$ cat src/rtl/rs_pool_pkg.sv
package rs_pool_pkg;

    typedef enum logic [1:0] {
        SLOT_FREE,
        SLOT_WAIT,
        SLOT_READY
    } slot_state_e;

    localparam logic CLS_ALU  = 1'b0;
    localparam logic CLS_LOAD = 1'b1;

endpackage

$ cat src/rtl/rs_slot.sv
module rs_slot
    import rs_pool_pkg::*;
#(
    parameter int OP_W   = 4,
    parameter int TAG_W  = 3,
    parameter int DATA_W = 32
) (
    input  logic              clk,
    input  logic              rst_n,
    input  logic              flush,
    input  logic              alloc,
    input  logic              take,
    input  logic [OP_W-1:0]   in_op,
    input  logic [TAG_W-1:0]  in_dst,
    input  logic              in_a_rdy,
    input  logic [DATA_W-1:0] in_a_val,
    input  logic [TAG_W-1:0]  in_a_tag,
    input  logic              in_b_rdy,
    input  logic [DATA_W-1:0] in_b_val,
    input  logic [TAG_W-1:0]  in_b_tag,
    input  logic              bc_valid,
    input  logic [TAG_W-1:0]  bc_tag,
    input  logic [DATA_W-1:0] bc_val,
    output logic              busy,
    output logic              ready,
    output logic [OP_W-1:0]   out_op,
    output logic [TAG_W-1:0]  out_dst,
    output logic [DATA_W-1:0] out_a,
    output logic [DATA_W-1:0] out_b
);

    slot_state_e       state_q, state_d;
    logic [OP_W-1:0]   op_q;
    logic [TAG_W-1:0]  dst_q;
    logic              a_ok_q, b_ok_q;
    logic [DATA_W-1:0] a_val_q, b_val_q;
    logic [TAG_W-1:0]  a_tag_q, b_tag_q;

    // Operand status for an allocation arriving this cycle (same-cycle capture)
    logic a_ok_new, b_ok_new;
    // Wakeup of an operand that is already held
    logic a_hit_old, b_hit_old;

    always_comb begin
        a_ok_new  = in_a_rdy || (bc_valid && bc_tag == in_a_tag);
        b_ok_new  = in_b_rdy || (bc_valid && bc_tag == in_b_tag);
        a_hit_old = !a_ok_q && bc_valid && bc_tag == a_tag_q;
        b_hit_old = !b_ok_q && bc_valid && bc_tag == b_tag_q;
    end

    // Next-state logic
    always_comb begin
        state_d = state_q;
        unique case (state_q)
            SLOT_FREE: begin
                if (alloc) state_d = (a_ok_new && b_ok_new) ? SLOT_READY : SLOT_WAIT;
            end
            SLOT_WAIT: begin
                if ((a_ok_q || a_hit_old) && (b_ok_q || b_hit_old)) state_d = SLOT_READY;
            end
            SLOT_READY: begin
                if (take) state_d = SLOT_FREE;
            end
            default: state_d = SLOT_FREE;
        endcase
        if (flush) state_d = SLOT_FREE;
    end

    // State register
    always_ff @(posedge clk or negedge rst_n) begin
        if (!rst_n) state_q <= SLOT_FREE;
        else        state_q <= state_d;
    end

    // Payload capture
    always_ff @(posedge clk or negedge rst_n) begin
        if (!rst_n) begin
            a_ok_q <= 1'b0;
            b_ok_q <= 1'b0;
        end else if (state_q == SLOT_FREE && alloc) begin
            op_q    <= in_op;
            dst_q   <= in_dst;
            a_ok_q  <= a_ok_new;
            b_ok_q  <= b_ok_new;
            a_tag_q <= in_a_tag;
            b_tag_q <= in_b_tag;
            a_val_q <= in_a_rdy ? in_a_val : bc_val;
            b_val_q <= in_b_rdy ? in_b_val : bc_val;
        end else if (state_q == SLOT_WAIT) begin
            if (a_hit_old) begin
                a_ok_q  <= 1'b1;
                a_val_q <= bc_val;
            end
            if (b_hit_old) begin
                b_ok_q  <= 1'b1;
                b_val_q <= bc_val;
            end
        end
    end

    // Outputs
    always_comb begin
        busy    = (state_q != SLOT_FREE);
        ready   = (state_q == SLOT_READY);
        out_op  = op_q;
        out_dst = dst_q;
        out_a   = a_val_q;
        out_b   = b_val_q;
    end

endmodule

$ cat src/rtl/rs_group.sv
module rs_group #(
    parameter int N      = 2,
    parameter int OP_W   = 4,
    parameter int TAG_W  = 3,
    parameter int DATA_W = 32
) (
    input  logic              clk,
    input  logic              rst_n,
    input  logic              flush,
    input  logic              alloc_en,
    input  logic [OP_W-1:0]   in_op,
    input  logic [TAG_W-1:0]  in_dst,
    input  logic              in_a_rdy,
    input  logic [DATA_W-1:0] in_a_val,
    input  logic [TAG_W-1:0]  in_a_tag,
    input  logic              in_b_rdy,
    input  logic [DATA_W-1:0] in_b_val,
    input  logic [TAG_W-1:0]  in_b_tag,
    input  logic              bc_valid,
    input  logic [TAG_W-1:0]  bc_tag,
    input  logic [DATA_W-1:0] bc_val,
    input  logic              fu_free,
    output logic              full,
    output logic              go,
    output logic [OP_W-1:0]   go_op,
    output logic [TAG_W-1:0]  go_dst,
    output logic [DATA_W-1:0] go_a,
    output logic [DATA_W-1:0] go_b
);

    logic [N-1:0]      busy, ready, alloc_sel, take;
    logic [OP_W-1:0]   s_op  [N];
    logic [TAG_W-1:0]  s_dst [N];
    logic [DATA_W-1:0] s_a   [N];
    logic [DATA_W-1:0] s_b   [N];
    // older_q[i][j] set: slot i was allocated before slot j
    logic [N-1:0][N-1:0] older_q;

    for (genvar g = 0; g < N; g++) begin : g_slot
        rs_slot #(.OP_W(OP_W), .TAG_W(TAG_W), .DATA_W(DATA_W)) u_slot (
            .clk(clk), .rst_n(rst_n), .flush(flush),
            .alloc(alloc_sel[g]), .take(take[g]),
            .in_op(in_op), .in_dst(in_dst),
            .in_a_rdy(in_a_rdy), .in_a_val(in_a_val), .in_a_tag(in_a_tag),
            .in_b_rdy(in_b_rdy), .in_b_val(in_b_val), .in_b_tag(in_b_tag),
            .bc_valid(bc_valid), .bc_tag(bc_tag), .bc_val(bc_val),
            .busy(busy[g]), .ready(ready[g]),
            .out_op(s_op[g]), .out_dst(s_dst[g]), .out_a(s_a[g]), .out_b(s_b[g])
        );
    end

    // Lowest free slot receives the allocation
    always_comb begin
        logic found;
        found     = 1'b0;
        alloc_sel = '0;
        for (int i = 0; i < N; i++) begin
            if (!busy[i] && !found) begin
                alloc_sel[i] = alloc_en;
                found        = 1'b1;
            end
        end
        full = &busy;
    end

    // Oldest ready slot is dispatched
    always_comb begin
        logic blocked;
        take = '0;
        for (int i = 0; i < N; i++) begin
            blocked = 1'b0;
            for (int j = 0; j < N; j++) begin
                if (j != i && ready[j] && older_q[j][i]) blocked = 1'b1;
            end
            take[i] = ready[i] && fu_free && !flush && !blocked;
        end
    end

    always_comb begin
        go     = |take;
        go_op  = '0;
        go_dst = '0;
        go_a   = '0;
        go_b   = '0;
        for (int i = 0; i < N; i++) begin
            if (take[i]) begin
                go_op  = go_op  | s_op[i];
                go_dst = go_dst | s_dst[i];
                go_a   = go_a   | s_a[i];
                go_b   = go_b   | s_b[i];
            end
        end
    end

    // Age matrix: a new slot is younger than every occupied slot
    always_ff @(posedge clk or negedge rst_n) begin
        if (!rst_n) begin
            older_q <= '0;
        end else if (!flush) begin
            for (int j = 0; j < N; j++) begin
                if (alloc_sel[j]) begin
                    for (int i = 0; i < N; i++) begin
                        older_q[i][j] <= (i != j) && busy[i];
                        older_q[j][i] <= 1'b0;
                    end
                end
            end
        end
    end

endmodule

$ cat src/rtl/rs_pool.sv
module rs_pool
    import rs_pool_pkg::*;
#(
    parameter int ALU_N  = 2,
    parameter int LD_N   = 2,
    parameter int OP_W   = 4,
    parameter int TAG_W  = 3,
    parameter int DATA_W = 32
) (
    input  logic              clk,
    input  logic              rst_n,
    input  logic              flush,
    input  logic              alloc_valid,
    input  logic              alloc_cls,
    input  logic [OP_W-1:0]   alloc_op,
    input  logic [TAG_W-1:0]  alloc_dst,
    input  logic              alloc_a_rdy,
    input  logic [DATA_W-1:0] alloc_a_val,
    input  logic [TAG_W-1:0]  alloc_a_tag,
    input  logic              alloc_b_rdy,
    input  logic [DATA_W-1:0] alloc_b_val,
    input  logic [TAG_W-1:0]  alloc_b_tag,
    input  logic              bc_valid,
    input  logic [TAG_W-1:0]  bc_tag,
    input  logic [DATA_W-1:0] bc_val,
    input  logic              alu_fu_free,
    input  logic              ld_fu_free,
    output logic              alu_full,
    output logic              ld_full,
    output logic              alu_go,
    output logic [OP_W-1:0]   alu_go_op,
    output logic [TAG_W-1:0]  alu_go_dst,
    output logic [DATA_W-1:0] alu_go_a,
    output logic [DATA_W-1:0] alu_go_b,
    output logic              ld_go,
    output logic [OP_W-1:0]   ld_go_op,
    output logic [TAG_W-1:0]  ld_go_dst,
    output logic [DATA_W-1:0] ld_go_a,
    output logic [DATA_W-1:0] ld_go_b
);

    logic alu_req, ld_req;

    always_comb begin
        alu_req = alloc_valid && (alloc_cls == CLS_ALU);
        ld_req  = alloc_valid && (alloc_cls == CLS_LOAD);
    end

    rs_group #(.N(ALU_N), .OP_W(OP_W), .TAG_W(TAG_W), .DATA_W(DATA_W)) u_alu (
        .clk(clk), .rst_n(rst_n), .flush(flush), .alloc_en(alu_req),
        .in_op(alloc_op), .in_dst(alloc_dst),
        .in_a_rdy(alloc_a_rdy), .in_a_val(alloc_a_val), .in_a_tag(alloc_a_tag),
        .in_b_rdy(alloc_b_rdy), .in_b_val(alloc_b_val), .in_b_tag(alloc_b_tag),
        .bc_valid(bc_valid), .bc_tag(bc_tag), .bc_val(bc_val),
        .fu_free(alu_fu_free), .full(alu_full), .go(alu_go),
        .go_op(alu_go_op), .go_dst(alu_go_dst), .go_a(alu_go_a), .go_b(alu_go_b)
    );

    rs_group #(.N(LD_N), .OP_W(OP_W), .TAG_W(TAG_W), .DATA_W(DATA_W)) u_ld (
        .clk(clk), .rst_n(rst_n), .flush(flush), .alloc_en(ld_req),
        .in_op(alloc_op), .in_dst(alloc_dst),
        .in_a_rdy(alloc_a_rdy), .in_a_val(alloc_a_val), .in_a_tag(alloc_a_tag),
        .in_b_rdy(alloc_b_rdy), .in_b_val(alloc_b_val), .in_b_tag(alloc_b_tag),
        .bc_valid(bc_valid), .bc_tag(bc_tag), .bc_val(bc_val),
        .fu_free(ld_fu_free), .full(ld_full), .go(ld_go),
        .go_op(ld_go_op), .go_dst(ld_go_dst), .go_a(ld_go_a), .go_b(ld_go_b)
    );

endmodule

$ cat config.mk
export PLATFORM = sky130hd
export DESIGN_NAME = rs_pool
export DESIGN_NICKNAME = d
export VERILOG_FILES = /design/src/rtl/rs_pool_pkg.sv /design/src/rtl/rs_slot.sv /design/src/rtl/rs_group.sv /design/src/rtl/rs_pool.sv
export SDC_FILE = /design/constraint.sdc
export NUM_CORES = 1
export LEC_CHECK = 0
export BUFFER_PORTS_ARGS = -buffer_cell sky130_fd_sc_hd__buf_2
export CAP_MARGIN = 20
export CORE_MARGIN = 2
export CORE_UTILIZATION = 55
export CTS_BUF_LIST = sky130_fd_sc_hd__clkbuf_4
export DETAILED_ROUTE_END_ITERATION = 6
export GPL_TIMING_DRIVEN = 0
export PLACE_DENSITY = 0.89
export SLEW_MARGIN = 20
export SYNTH_ARGS = -nofsm -noshare
export SYNTH_HDL_FRONTEND = slang
export SYNTH_SLANG_ARGS = --single-unit
$ cat constraint.sdc
create_clock -name clk -period 5.1 [get_ports clk]
set_clock_uncertainty 0.05 [all_clocks]
set_input_delay 0.51 -clock clk [delete_from_list [all_inputs] [get_ports clk]]
set_output_delay 0.51 -clock clk [all_outputs]
set_load 0.02 [all_outputs]
==> summary.md <==
| Metric | Value |
|---|---|
| Filler Cell Count | approximately 1,900 |
| Final weighted congestion in routability-driven placement | 0.839 |
| Top Usage Layer GRT | met2 |
| Async set-or-reset flop fraction in the synthesized netlist | under 10% |
| Core Region | between 20,000 and 30,000 sq um |
| Number of top-level pins | 268 |
| Number of cells produced by synthesis | 981 |
| Length in cells of the worst reg-to-reg path | 5 |
| Arrival time of the worst setup path | between 3000 and 4000 ps |
| Crit-path max FO | 10 |
| Combinational family with the most area after synthesis | multiplexers |
| Placed Cells incl. Taps | between 1,500 and 2,000 |
| Fraction of the mapped netlist area in compound gates | a little over a tenth |
| Clock slew at reported path FFs | about 70 ps |
| Maximum vdd ir drop | around 220 uV |
| Max frequency | about 260 MHz |
| Kind of path behind the tightest hold check | input pin to flip-flop |
| Adder and majority gate portion of the synthesized area | 0% |
| Total Routed Length | 42,500 microns |
| Final period utilization | ~75% |
| Initial antenna violation count | 8 |
| Pwr dens | between 300 and 400 nW/um^2 |
| Final critical-path setup slack | between 1000 and 1500 ps |
| XOR/XNOR share of the synthesized area | about 1.7% |
| Combined global-route utilization of all metal layers | between 20% and 30% |
| Combined area of the multi-input logic cells | 5640 sq um |
| Final number of hold-violating endpoints | 0 |
| Final std cells w/o fill | around 1,800 |
| Synthesized cell area | 15,700 sq um |
| Number of synthesized register bits | about 330 |
| Worst endpoint required time | 4540 ps |
| Startpoint Class | flip-flop |
| Number of port buffers | approximately 260 |
| Number of nets with antenna violations after routing | 0 |
| Met3 capacity usage during global routing | under 10% |
| TritonCTS clock tree | yes |
| RSZ-0062 raised after global routing | no |
| Fraction of final layout cells sized beyond drive strength 1 | a little under half |
| Detailed-routing iteration count for the pre-antenna-repair pass | 6 |
| Area fraction in and, or, nand and nor cells after synthesis | under 10% |
| Core Rows | 61 |
| Launch instance of the worst register-to-register path | u_ld.g_slot[0].u_slot.a_ok_q |
| Run status | complete, no violations |
| Pre-CTS setup slack | 1900 ps |
| Reported leakage power | between 7 and 8 nW |
| Vias per Instance | just under 6 |
| Clock Latency Late Sink | 710 ps |
| Reg-to-Reg End | u_ld.g_slot[0].u_slot.out_a[19] |
| Vertical die dimension | 173 microns |
| Storage element area | around 9700 sq um |
| Mean instance size in the synthesized netlist | between 15 and 20 sq um |
| Count of unique library cells instantiated by Yosys | between 50 and 60 |
| Synthesis-to-layout area growth | 20.7% |
| Number of global-route vias before repair | ~11,000 |
| Primary FF master, synth | edfxtp_1 |
| CTS sink count | about 330 |
| Max-cap viol count | 0 |
| Most common cell after layout, fill and taps aside | edfxtp_1 |
| Wirelength per Cell | 23.7 microns |
| Buffers from clock root to sink, at most | 3 |
| Worst setup EP type | output pin |
| Pin count of the biggest net entering global routing | 31 |
| Synthesized netlist net count | between 1,000 and 1,500 |
| Worst slew slack as a fraction of its limit | 40.7% |
| Layout Nets | between 1,000 and 1,500 |
| Cell at the root of the clock tree | clkbuf_4 |
| Transition at the pin with the smallest max-transition slack | roughly 900 ps |
| Count of pins over their slew limit | 0 |
| Die area | 29,900 sq um |
| Sequential area share after synthesis | 62.1% |
| Total half-perimeter wirelength after legalization and detailed placement | ~29,000 microns |
| Design Power | around 6 mW |
| Detailed router's first-iteration violation count | around 850 |
| Total grt overflow | 0 |
| Count of vias placed by the detailed router | 10,600 |
| Syn. warnings | 0 |
| Hold Startpoint | alloc_a_tag[1] |
| H-Tree Depth | 3 |
| End point of the worst hold path | u_alu.g_slot[1].u_slot.a_tag_q[1] |
| Die W | 173 microns |
| Count of buffers added by post-CTS timing repair for setup | 0 |
| Mux share of post-synthesis cell area | around a fifth |
| Met2 Use GR | around 47% |
| Shortest period the worst path allows | roughly 3800 ps |
| Met1 usage | approximately a third |
| Worst reg-to-reg setup slack | 2460 ps |
| Post-route setup TNS | 0 ps |
| Global-route wire length before repair | 63,800 microns |
| Number of buffers added by the clock tree synthesis step | 83 |
| Number of enable flip-flop cells after synthesis | slightly above 300 |
| Critical path class | flip-flop to output pin |
| Commonest cells after routing, fill and taps aside | edfxtp_1 (308), buf_2 (286), mux2_2 (159) |
| Setup Viol. Count Final | 0 |
| DR DRC count | 0 |
| Hold path cells | 1 |
| Initial cell density of the core | between 50 and 60% |
flip-flops by register name, indices dropped and copies added, names as in the netlist, 4 cells and up:
name / cells
u_alu.g_slot.u_slot.out_a: 64
u_ld.g_slot.u_slot.b_tag_q: 6
u_ld.g_slot.u_slot.out_a: 64
u_alu.g_slot.u_slot.out_dst: 6
u_ld.g_slot.u_slot.out_op: 8
u_alu.g_slot.u_slot.out_b: 64
u_ld.g_slot.u_slot.a_tag_q: 6
u_ld.g_slot.u_slot.out_b: 64
u_alu.g_slot.u_slot.out_op: 8
u_alu.g_slot.u_slot.state_q: 4
u_alu.g_slot.u_slot.a_tag_q: 6
u_alu.g_slot.u_slot.b_tag_q: 6
u_ld.g_slot.u_slot.state_q: 4
u_ld.g_slot.u_slot.out_dst: 6
how the worst max path moves through the flow:
stage	start	endpoint	depth (start not counted)	slack (ps)
final	u_alu.g_slot[0].u_slot.state_q[1]	alu_go_a[31]	7	1280
after detailed placement	flush	alu_go_a[31]	7	1900
after global routing	u_ld.g_slot[0].u_slot.state_q[0]	ld_go_a[3]	7	1120
after global placement	bc_valid	u_alu.g_slot[1].u_slot.out_b[14]	6	-1410
after floorplan	bc_tag[2]	u_alu.g_slot[1].u_slot.out_b[0]	5	920
after CTS	u_alu.g_slot[0].u_slot.state_q[1]	alu_go_a[31]	7	1250
worst max-delay path, cell delays in order (launching register included):
cell and delay [ps]:
dfrtp_1 360, buf_2 170, nor2b_1 170, a21bo_2 240, nor2_1 670, clkbuf_1 530, a22o_1 230, buf_2 180
layout make-up:
class / count / share of cell area [%]
multi-input combinational: 583 / 29.7
tap: 378 / 2.50
timing repair buffer: 285 / 8.70
sequential: 328 / 51.4
antenna: 6 / 0.0792
clock inverter: 28 / 0.990
inverter: 6 / 0.119
buffer: 64 / 1.85
clock buffer: 116 / 4.59
cells in the mapped netlist, types with 4 or more instances:
cell | number | area (sq um)
a21oi_1 | 15 | 75.1
a22o_1 | 144 | 1260
a22oi_1 | 4 | 30.0
a41oi_1 | 4 | 35.0
and3_1 | 5 | 31.3
buf_2 | 22 | 110
buf_4 | 4 | 30.0
buf_6 | 9 | 101
clkbuf_1 | 29 | 109
dfrtp_1 | 20 | 500
edfxtp_1 | 308 | 9250
inv_1 | 6 | 22.5
mux2_1 | 37 | 417
mux2_2 | 159 | 1790
mux2_4 | 60 | 901
nand2_1 | 13 | 48.8
nand2b_1 | 15 | 93.8
nor2_1 | 27 | 101
nor2b_1 | 7 | 43.8
nor4_1 | 7 | 43.8
o21a_1 | 4 | 30.0
o21ai_0 | 4 | 20.0
xnor2_1 | 12 | 105
xor2_1 | 18 | 158
kinds of logic after synthesis:
kind of cell / after synthesis
AND/OR/NAND/NOR: 96
flip-flops: 328
multiplexers: 256
XOR/XNOR: 30
AO/OA/AOI/OAI: 201
buffers and inverters: 70
through the flow:
| step | area (sq um) | utilization, % | hold WS [ps] |
|---|---|---|---|
| 6_report | 19000 | 67.8 | 46.8 |
| 5_1_grt | 18900 | 67.8 | 14.9 |
| 3_5_place_dp | 17700 | 63.5 | 448 |
| 3_3_place_gp | 17500 | 62.6 | 438 |
| 4_1_cts | 18900 | 67.8 | 11.8 |
| 2_1_floorplan | 15700 | - | 164 |
per-layer routing:
layer	wire (microns)	vias to the layer above	part of all wire, %
met5	21	-	0.049
met4	1430	4	3.4
met3	4110	108	9.7
met2	20700	568	49
met1	16300	5195	38
li1	-	4735	-
power breakdown:
part / switching [mW] / leakage, nW / internal, mW
Sequential: 0.0511 / 3.04 / 3.08
Combinational: 0.383 / 3.92 / 0.319
Clock: 1.06 / 0.625 / 1.20
Total: 1.49 / 7.59 / 4.60
timing repair:
| action | CTS | global route |
|---|---|---|
| endpoints found under the hold margin | 65 | 0 |
| resized for setup | 0 | 0 |
| hold buffers | 13 | 0 |
(Power assumes the default switching activity.)
